$ cat config.mk
export PLATFORM = sky130hd
export DESIGN_NAME = rx_dma_engine
export DESIGN_NICKNAME = d
export VERILOG_FILES = /design/src/rtl/rx_dma_pkg.sv /design/src/rtl/rx_dma_gate.sv /design/src/rtl/rx_dma_ptrs.sv /design/src/rtl/rx_dma_status.sv /design/src/rtl/rx_dma_engine.sv
export SDC_FILE = /design/constraint.sdc
export NUM_CORES = 1
export LEC_CHECK = 0
export ABC_AREA = 1
export BUFFER_PORTS_ARGS = -buffer_cell sky130_fd_sc_hd__buf_2
export CAP_MARGIN = 30
export CORE_ASPECT_RATIO = 1.4
export CORE_MARGIN = 3
export CORE_UTILIZATION = 58
export CTS_BUF_LIST = sky130_fd_sc_hd__clkbuf_8
export DETAILED_ROUTE_END_ITERATION = 16
export GPL_ROUTABILITY_DRIVEN = 0
export MAX_ROUTING_LAYER = met4
export PLACE_DENSITY = 0.95
export SETUP_SLACK_MARGIN = 0.4
export SYNTH_ARGS = -nofsm -noshare
export SYNTH_HDL_FRONTEND = slang
export SYNTH_HIERARCHICAL = 1
export SYNTH_SLANG_ARGS = --single-unit
$ cat constraint.sdc
create_clock -name clk -period 4 [get_ports clk]
set_input_delay 0.2 -clock clk [delete_from_list [all_inputs] [get_ports clk]]
set_output_delay 0.2 -clock clk [all_outputs]
set_load 0.02 [all_outputs]
$ cat src/rtl/rx_dma_pkg.sv
package rx_dma_pkg;
  typedef enum logic [1:0] {
    SEL_CUR_PTR = 2'd0,
    SEL_CUR_CNT = 2'd1,
    SEL_NXT_PTR = 2'd2,
    SEL_NXT_CNT = 2'd3
  } dma_sel_e;

  localparam int FLG_END  = 0;
  localparam int FLG_FULL = 1;
  localparam int NUM_FLG  = 2;
endpackage

$ cat src/rtl/rx_dma_gate.sv
module rx_dma_gate (
  input  logic       clk,
  input  logic       rst_n,
  input  logic       ctl_wr,
  input  logic [1:0] ctl_data,
  output logic       enabled
);
  logic en_q;

  always_ff @(posedge clk or negedge rst_n) begin
    if (!rst_n)                  en_q <= 1'b0;
    else if (ctl_wr && ctl_data[1]) en_q <= 1'b0;
    else if (ctl_wr && ctl_data[0]) en_q <= 1'b1;
  end

  assign enabled = en_q;

  AST_DISABLE_WINS: assert property (@(posedge clk) disable iff (!rst_n)
    ctl_wr && ctl_data[1] |=> !enabled);
  AST_ENABLE_TAKES: assert property (@(posedge clk) disable iff (!rst_n)
    ctl_wr && ctl_data == 2'b01 |=> enabled);
endmodule

$ cat src/rtl/rx_dma_ptrs.sv
module rx_dma_ptrs
  import rx_dma_pkg::*;
#(
  parameter int ADDR_W = 32,
  parameter int CNT_W  = 16,
  parameter int STEP   = 2
) (
  input  logic              clk,
  input  logic              rst_n,
  input  logic              reg_wr_en,
  input  dma_sel_e          reg_wr_sel,
  input  logic [ADDR_W-1:0] reg_wr_data,
  input  logic              fire,
  output logic [ADDR_W-1:0] cur_ptr,
  output logic [CNT_W-1:0]  cur_cnt,
  output logic [ADDR_W-1:0] nxt_ptr,
  output logic [CNT_W-1:0]  nxt_cnt,
  output logic              drained,
  output logic              starved,
  output logic              reload
);
  localparam logic [ADDR_W-1:0] STEP_V = ADDR_W'(STEP);
  localparam logic [CNT_W-1:0]  ONE_V  = CNT_W'(1);

  function automatic logic [ADDR_W-1:0] adv_ptr(input logic [ADDR_W-1:0] p);
    return p + STEP_V;
  endfunction

  function automatic logic [CNT_W-1:0] dec_cnt(input logic [CNT_W-1:0] c);
    return c - ONE_V;
  endfunction

  logic [ADDR_W-1:0] ptr_after;
  logic [CNT_W-1:0]  cnt_after;

  always_comb begin
    ptr_after = fire ? adv_ptr(cur_ptr) : cur_ptr;
    cnt_after = fire ? dec_cnt(cur_cnt) : cur_cnt;
  end

  assign drained = fire && (cur_cnt == ONE_V);
  assign starved = drained && (nxt_cnt == '0);
  assign reload  = !reg_wr_en && (cnt_after == '0) && (nxt_cnt != '0);

  always_ff @(posedge clk or negedge rst_n) begin
    if (!rst_n) begin
      cur_ptr <= '0;
      cur_cnt <= '0;
      nxt_ptr <= '0;
      nxt_cnt <= '0;
    end else if (reg_wr_en) begin
      case (reg_wr_sel)
        SEL_CUR_PTR: cur_ptr <= reg_wr_data;
        SEL_CUR_CNT: cur_cnt <= reg_wr_data[CNT_W-1:0];
        SEL_NXT_PTR: nxt_ptr <= reg_wr_data;
        SEL_NXT_CNT: nxt_cnt <= reg_wr_data[CNT_W-1:0];
        default: ;
      endcase
    end else if (reload) begin
      cur_ptr <= nxt_ptr;
      cur_cnt <= nxt_cnt;
      nxt_cnt <= '0;
    end else begin
      cur_ptr <= ptr_after;
      cur_cnt <= cnt_after;
    end
  end

  AST_PTR_STEP: assert property (@(posedge clk) disable iff (!rst_n)
    fire && cur_cnt > ONE_V |=> cur_ptr == $past(cur_ptr) + STEP_V && cur_cnt == $past(cur_cnt) - ONE_V);
  AST_RELOAD_COPY: assert property (@(posedge clk) disable iff (!rst_n)
    fire && cur_cnt == ONE_V && nxt_cnt != '0 |=> cur_ptr == $past(nxt_ptr) && cur_cnt == $past(nxt_cnt) && nxt_cnt == '0);
  AST_IDLE_RELOAD: assert property (@(posedge clk) disable iff (!rst_n)
    !reg_wr_en && !fire && cur_cnt == '0 && nxt_cnt != '0 |=> cur_cnt == $past(nxt_cnt) && nxt_cnt == '0);
  AST_WRITE_LANDS: assert property (@(posedge clk) disable iff (!rst_n)
    reg_wr_en && reg_wr_sel == SEL_CUR_PTR |=> cur_ptr == $past(reg_wr_data));
endmodule

$ cat src/rtl/rx_dma_status.sv
module rx_dma_status
  import rx_dma_pkg::*;
(
  input  logic               clk,
  input  logic               rst_n,
  input  logic [NUM_FLG-1:0] flag_set,
  input  logic [NUM_FLG-1:0] flag_clr,
  input  logic               irq_en_wr,
  input  logic               irq_dis_wr,
  input  logic [NUM_FLG-1:0] irq_sel,
  output logic [NUM_FLG-1:0] flag_q,
  output logic [NUM_FLG-1:0] mask_q,
  output logic               irq
);
  for (genvar i = 0; i < NUM_FLG; i++) begin : g_flag
    logic flag_r;
    logic mask_r;

    always_ff @(posedge clk or negedge rst_n) begin
      if (!rst_n)           flag_r <= 1'b0;
      else if (flag_set[i]) flag_r <= 1'b1;
      else if (flag_clr[i]) flag_r <= 1'b0;
    end

    always_ff @(posedge clk or negedge rst_n) begin
      if (!rst_n)                       mask_r <= 1'b0;
      else if (irq_dis_wr && irq_sel[i]) mask_r <= 1'b0;
      else if (irq_en_wr && irq_sel[i])  mask_r <= 1'b1;
    end

    assign flag_q[i] = flag_r;
    assign mask_q[i] = mask_r;

    AST_MASK_OFF: assert property (@(posedge clk) disable iff (!rst_n)
      irq_dis_wr && irq_sel[i] |=> !mask_q[i]);
    AST_FLAG_STICKY: assert property (@(posedge clk) disable iff (!rst_n)
      flag_q[i] && !flag_clr[i] |=> flag_q[i]);
  end

  assign irq = |(flag_q & mask_q);
endmodule

$ cat src/rtl/rx_dma_engine.sv
module rx_dma_engine
  import rx_dma_pkg::*;
#(
  parameter int ADDR_W = 32,
  parameter int CNT_W  = 16,
  parameter int DATA_W = 16,
  parameter int STEP   = 2
) (
  input  logic              clk,
  input  logic              rst_n,
  input  logic              reg_wr_en,
  input  logic [1:0]        reg_wr_sel,
  input  logic [ADDR_W-1:0] reg_wr_data,
  input  logic              xfer_ctl_wr,
  input  logic [1:0]        xfer_ctl_data,
  input  logic              irq_en_wr,
  input  logic              irq_dis_wr,
  input  logic [1:0]        irq_sel,
  input  logic              smp_valid,
  output logic              smp_ready,
  input  logic [DATA_W-1:0] smp_data,
  output logic              mem_valid,
  input  logic              mem_ready,
  output logic [ADDR_W-1:0] mem_addr,
  output logic [DATA_W-1:0] mem_data,
  output logic [ADDR_W-1:0] cur_ptr_o,
  output logic [CNT_W-1:0]  cur_cnt_o,
  output logic [ADDR_W-1:0] nxt_ptr_o,
  output logic [CNT_W-1:0]  nxt_cnt_o,
  output logic              rx_enabled_o,
  output logic              end_buf_o,
  output logic              buf_full_o,
  output logic [1:0]        irq_mask_o,
  output logic              irq_o
);
  dma_sel_e           wr_sel;
  logic               enabled;
  logic               active;
  logic               fire;
  logic               drained;
  logic               starved;
  logic               reload;
  logic               wr_cur_nz;
  logic               wr_nxt_nz;
  logic [NUM_FLG-1:0] flag_set;
  logic [NUM_FLG-1:0] flag_clr;
  logic [NUM_FLG-1:0] flag_q;

  assign wr_sel = dma_sel_e'(reg_wr_sel);

  rx_dma_gate u_gate (
    .clk      (clk),
    .rst_n    (rst_n),
    .ctl_wr   (xfer_ctl_wr),
    .ctl_data (xfer_ctl_data),
    .enabled  (enabled)
  );

  assign active    = enabled && (cur_cnt_o != '0) && !reg_wr_en;
  assign mem_valid = smp_valid && active;
  assign smp_ready = mem_ready && active;
  assign mem_addr  = cur_ptr_o;
  assign mem_data  = smp_data;
  assign fire      = mem_valid && mem_ready;

  rx_dma_ptrs #(
    .ADDR_W (ADDR_W),
    .CNT_W  (CNT_W),
    .STEP   (STEP)
  ) u_ptrs (
    .clk         (clk),
    .rst_n       (rst_n),
    .reg_wr_en   (reg_wr_en),
    .reg_wr_sel  (wr_sel),
    .reg_wr_data (reg_wr_data),
    .fire        (fire),
    .cur_ptr     (cur_ptr_o),
    .cur_cnt     (cur_cnt_o),
    .nxt_ptr     (nxt_ptr_o),
    .nxt_cnt     (nxt_cnt_o),
    .drained     (drained),
    .starved     (starved),
    .reload      (reload)
  );

  assign wr_cur_nz = reg_wr_en && wr_sel == SEL_CUR_CNT && reg_wr_data[CNT_W-1:0] != '0;
  assign wr_nxt_nz = reg_wr_en && wr_sel == SEL_NXT_CNT && reg_wr_data[CNT_W-1:0] != '0;

  always_comb begin
    flag_set           = '0;
    flag_clr           = '0;
    flag_set[FLG_END]  = drained;
    flag_set[FLG_FULL] = starved;
    flag_clr[FLG_END]  = wr_cur_nz;
    flag_clr[FLG_FULL] = wr_nxt_nz;
  end

  rx_dma_status u_status (
    .clk        (clk),
    .rst_n      (rst_n),
    .flag_set   (flag_set),
    .flag_clr   (flag_clr),
    .irq_en_wr  (irq_en_wr),
    .irq_dis_wr (irq_dis_wr),
    .irq_sel    (irq_sel),
    .flag_q     (flag_q),
    .mask_q     (irq_mask_o),
    .irq        (irq_o)
  );

  assign end_buf_o  = flag_q[FLG_END];
  assign buf_full_o = flag_q[FLG_FULL];

  AST_IDLE_WHEN_OFF: assert property (@(posedge clk) disable iff (!rst_n)
    !rx_enabled_o |-> !mem_valid && !smp_ready);
  assign rx_enabled_o = enabled;
  AST_FULL_BOTH_EMPTY: assert property (@(posedge clk) disable iff (!rst_n)
    $rose(buf_full_o) |-> cur_cnt_o == '0 && nxt_cnt_o == '0 && end_buf_o);
  AST_NO_XFER_ON_WRITE: assert property (@(posedge clk) disable iff (!rst_n)
    reg_wr_en |=> $past(cur_cnt_o) == cur_cnt_o || $past(wr_sel) == SEL_CUR_CNT);
  AST_RELOAD_EXCL: assert property (@(posedge clk) disable iff (!rst_n)
    reload |-> !reg_wr_en && !starved);
endmodule

==> impl_metrics.tcl <==
set metrics [dict create \
    status "finished, final reports clean" \
    yosysUniqueCellTypes 33 \
    critPathKind "flip-flop to flip-flop" \
    slew_headroom_pct 43.9 \
    worstSetupStartpoint "u_ptrs/cur_cnt[6]" \
    wl_um 21000 \
    synth-seq-cells 101 \
    num_antenna_cells 0 \
    multi_input_area_um2 3520 \
    max_freq_mhz 304 \
    grt_pass1_wl_um 33400 \
    power_density_nw_per_um2 418 \
    syn_area_um2 7150 \
    period_needed_ps 3290 \
    vias_per_cell 5.63 \
    wl_met2_um 10600 \
    setup_viol 0 \
    grt_use_total_pct 31.2 \
    cts-root-buf "clkbuf_8" \
    r2r_start "u_ptrs/cur_cnt[6]" \
    worst_slew_pin_slew_ps 842 \
    fp-row-count 47 \
    critPathCaptureType "flip-flop" \
    tritoncts "yes" \
    p_clk_share_pct 19.3 \
    overflow 0 \
    finalHoldViolations 0 \
    grt_max_degree 66 \
    r2r_end "u_ptrs/nxt_cnt[13]" \
    min_period_over_period_pct 82.2 \
    syn_avg_cell_area_um2 6.59 \
    p_seq_share_pct 43.4 \
    skew_ps 16.0 \
    drive_gt1_share_pct 20.0 \
    port-buffer-count 181 \
    seq_area_um2 2530 \
    seq_area_frac_synth_pct 35.3 \
    num_io_pins 214 \
    yosysWarnings 6 \
    arrival_ps 3580 \
    initialDrtViolationCount 932 \
    wl_met3_um 2070 \
    async_reset_ff_share_pct 100 \
    die_area_um2 13700 \
    core_region_area_um2 11900 \
    vias 7586 \
    reg2reg_depth 22 \
    p_int_mw 1.88 \
    die_x_um 99.8 \
    clock_path_buffers 2 \
    first_pass_iters 6 \
    p_leak_nw 4.41 \
    switchingPower_mw 1.45 \
    dpl.hpwl_um 15600 \
    htreeDepth 3 \
    critPathLaunchType "flip-flop" \
    cap_violations 0 \
    p_comb_share_pct 37.2 \
    nNetsFinal 1260 \
    clock_latency_ps 370 \
    cp_max_fo 26 \
    postCtsSetupRepairBufs 0 \
    ys.flop_type "dfrtp_1" \
    numCtsBuffers 9 \
    ir_drop_uv 296 \
    rsz0062_at_grt "no" \
    wl_per_cell_um 15.6 \
    fillers 1023 \
    endpoint "u_ptrs/nxt_cnt[13]" \
    clk_pin_slew_worst_paths_ps 110 \
    tns_ps 0 \
    clock_sinks 101 \
    cp_data_required_time_ps 4290 \
    syn_inst 1085 \
    hold_path.class "input pin to flip-flop" \
    drc 0 \
    fp.dieH_um 137 \
    highest_layer "met4" \
    dp_slack_ps 417 \
    start_util_pct 59.9 \
    syn_nets 1150 \
    drt-met1-wl_um 7400 \
    syn2layout_area_growth_pct 11.4 \
    regToRegSetupSlack_ps 710 \
    maxSlewViolCount 0 \
    worst_slack_ps 713 \
    synth_edf_count 0 \
    first_global_vias 7104 \
    antenna_found_initial 0 \
    p_sw_share_pct 43.4 \
    postRouteAntennaNets 0 \
]
final cells by class:
| cell class | count | area share [%] |
|---|---|---|
| Clock buffer | 12 | 2.07 |
| Clock inverter | 4 | 0.377 |
| Inverter | 131 | 6.17 |
| Multi-Input combinational cell | 758 | 44.2 |
| Sequential cell | 101 | 31.8 |
| Tap cell | 147 | 2.31 |
| Timing Repair Buffer | 194 | 13.1 |
kinds of logic (layout without fill, tap and decap cells):
family,Yosys count,after routing,synth area share (%)
AO/OA/AOI/OAI,76,76,5.67
adder cells (fa/ha/maj),3,3,0.525
buffers and inverters,226,341,15.7
multiplexers,1,1,0.157
AND/OR/NAND/NOR,651,651,39.3
flip-flops,101,101,35.3
XOR/XNOR,27,27,3.31
critical path, cell delays in order, from the launching register on:
cell     delay, ps
dfrtp_1        530
nor2_1          70
nand2_1         90
nor2_1          50
nand2_1         80
nand3_2        100
nor2_4         240
nand2_2         90
inv_2          100
nand2_2         60
nor2_1         130
nand2_1         60
nand2_1         50
nand2_1         80
nor2_1         100
nand2_1        100
nor2_4         190
nand2_2        200
buf_4          290
o31ai_4        180
buf_16         220
nor2_1          50
a21oi_1        110
routing by layer:
metal	GRT usage [%]	vias to the layer above
met5	-	-
met4	15.2	0
met3	3.70	94
met2	52.4	509
met1	37.3	3405
li1	-	3578
through the flow:
| stage | cell area, µm² | power [mW] | utilization [%] | hold WS (ps) | instances |
|---|---|---|---|---|---|
| 5_1_grt | 7970 | 3.52 | 66.7 | 70.6 | 1347 |
| 4_1_cts | 7950 | 3.33 | 66.6 | 57.0 | 1347 |
| 3_3_place_gp | 7720 | 2.65 | 64.6 | 351 | 1329 |
| 3_5_place_dp | 7740 | 2.69 | 64.9 | 353 | 1330 |
| 6_report | 7970 | 3.33 | 66.7 | 59.1 | 1347 |
| 2_1_floorplan | 7150 | 2.33 | - | -95.6 | 1085 |
registers in the layout, summed over array words and instances, names as in the netlist:
signal                  count
u_status/g_flag.mask_r      2
u_gate/enabled              1
u_ptrs/nxt_cnt             16
u_status/g_flag.flag_r      2
u_ptrs/nxt_ptr             32
u_ptrs/cur_ptr             32
u_ptrs/cur_cnt             16
Yosys cell counts, drive strengths merged, types with 2 or more instances:
cell type | number | area [µm²]
a21oi | 46 | 234
buf | 73 | 546
clkbuf | 22 | 82.6
dfrtp | 101 | 2530
ha | 3 | 37.5
inv | 131 | 492
nand2 | 312 | 1190
nand3 | 159 | 811
nand3b | 5 | 37.5
nand4 | 14 | 87.6
nor2 | 143 | 589
nor3 | 13 | 65.1
nor4 | 2 | 12.5
o21ai | 27 | 135
o21bai | 2 | 15.0
xnor2 | 10 | 87.6
xor2 | 17 | 149
worst min path at each step:
stage               slack [ps]              from                   endpoint  cells past startpoint
floorplan                 -100             rst_n             u_gate/enabled                      0
global placement           350             rst_n          u_ptrs/nxt_ptr[7]                      1
detailed placement         350             rst_n          u_ptrs/nxt_ptr[7]                      1
CTS                         60        irq_sel[0]  u_status/g_flag[0].mask_r                      4
global route                70  xfer_ctl_data[1]             u_gate/enabled                      4
finish                      60        irq_sel[0]  u_status/g_flag[0].mask_r                      4
placed cells by master, fill, tap and decap left out, types with 6 or more instances in the layout:
cell type | synthesis | final
inv_1 | 129 | 129
clkbuf_8 | 0 | 12
nand2_1 | 306 | 306
dfrtp_1 | 101 | 99
xnor2_1 | 10 | 10
nor2_4 | 5 | 6
nand4_1 | 14 | 14
xor2_1 | 17 | 17
nor2_2 | 6 | 7
buf_2 | 10 | 180
o21ai_1 | 14 | 14
nand3_1 | 156 | 155
nor2_1 | 132 | 130
nor3_1 | 13 | 13
o21ai_0 | 13 | 13
a21oi_1 | 45 | 45
buf_4 | 55 | 11
power by group through the flow:
stage               registers (mW)  logic [mW]  clock network (mW)
finish                        1.45        1.24               0.644
global route                  1.47        1.36               0.690
CTS                           1.44        1.23               0.650
detailed placement            1.46        1.23                   0
global placement              1.45        1.20                   0
floorplan                     1.61       0.713                   0
repair_timing:
| action | 4_1_cts | 5_1_grt |
|---|---|---|
| cloned | 0 | 0 |
| gates resized for setup | 1 | 4 |
| hold buffers | 1 | 0 |
| endpoints found under the setup margin | 2 | 42 |
| hold endpoints to repair | 64 | 0 |
(Power assumes the default switching activity.)
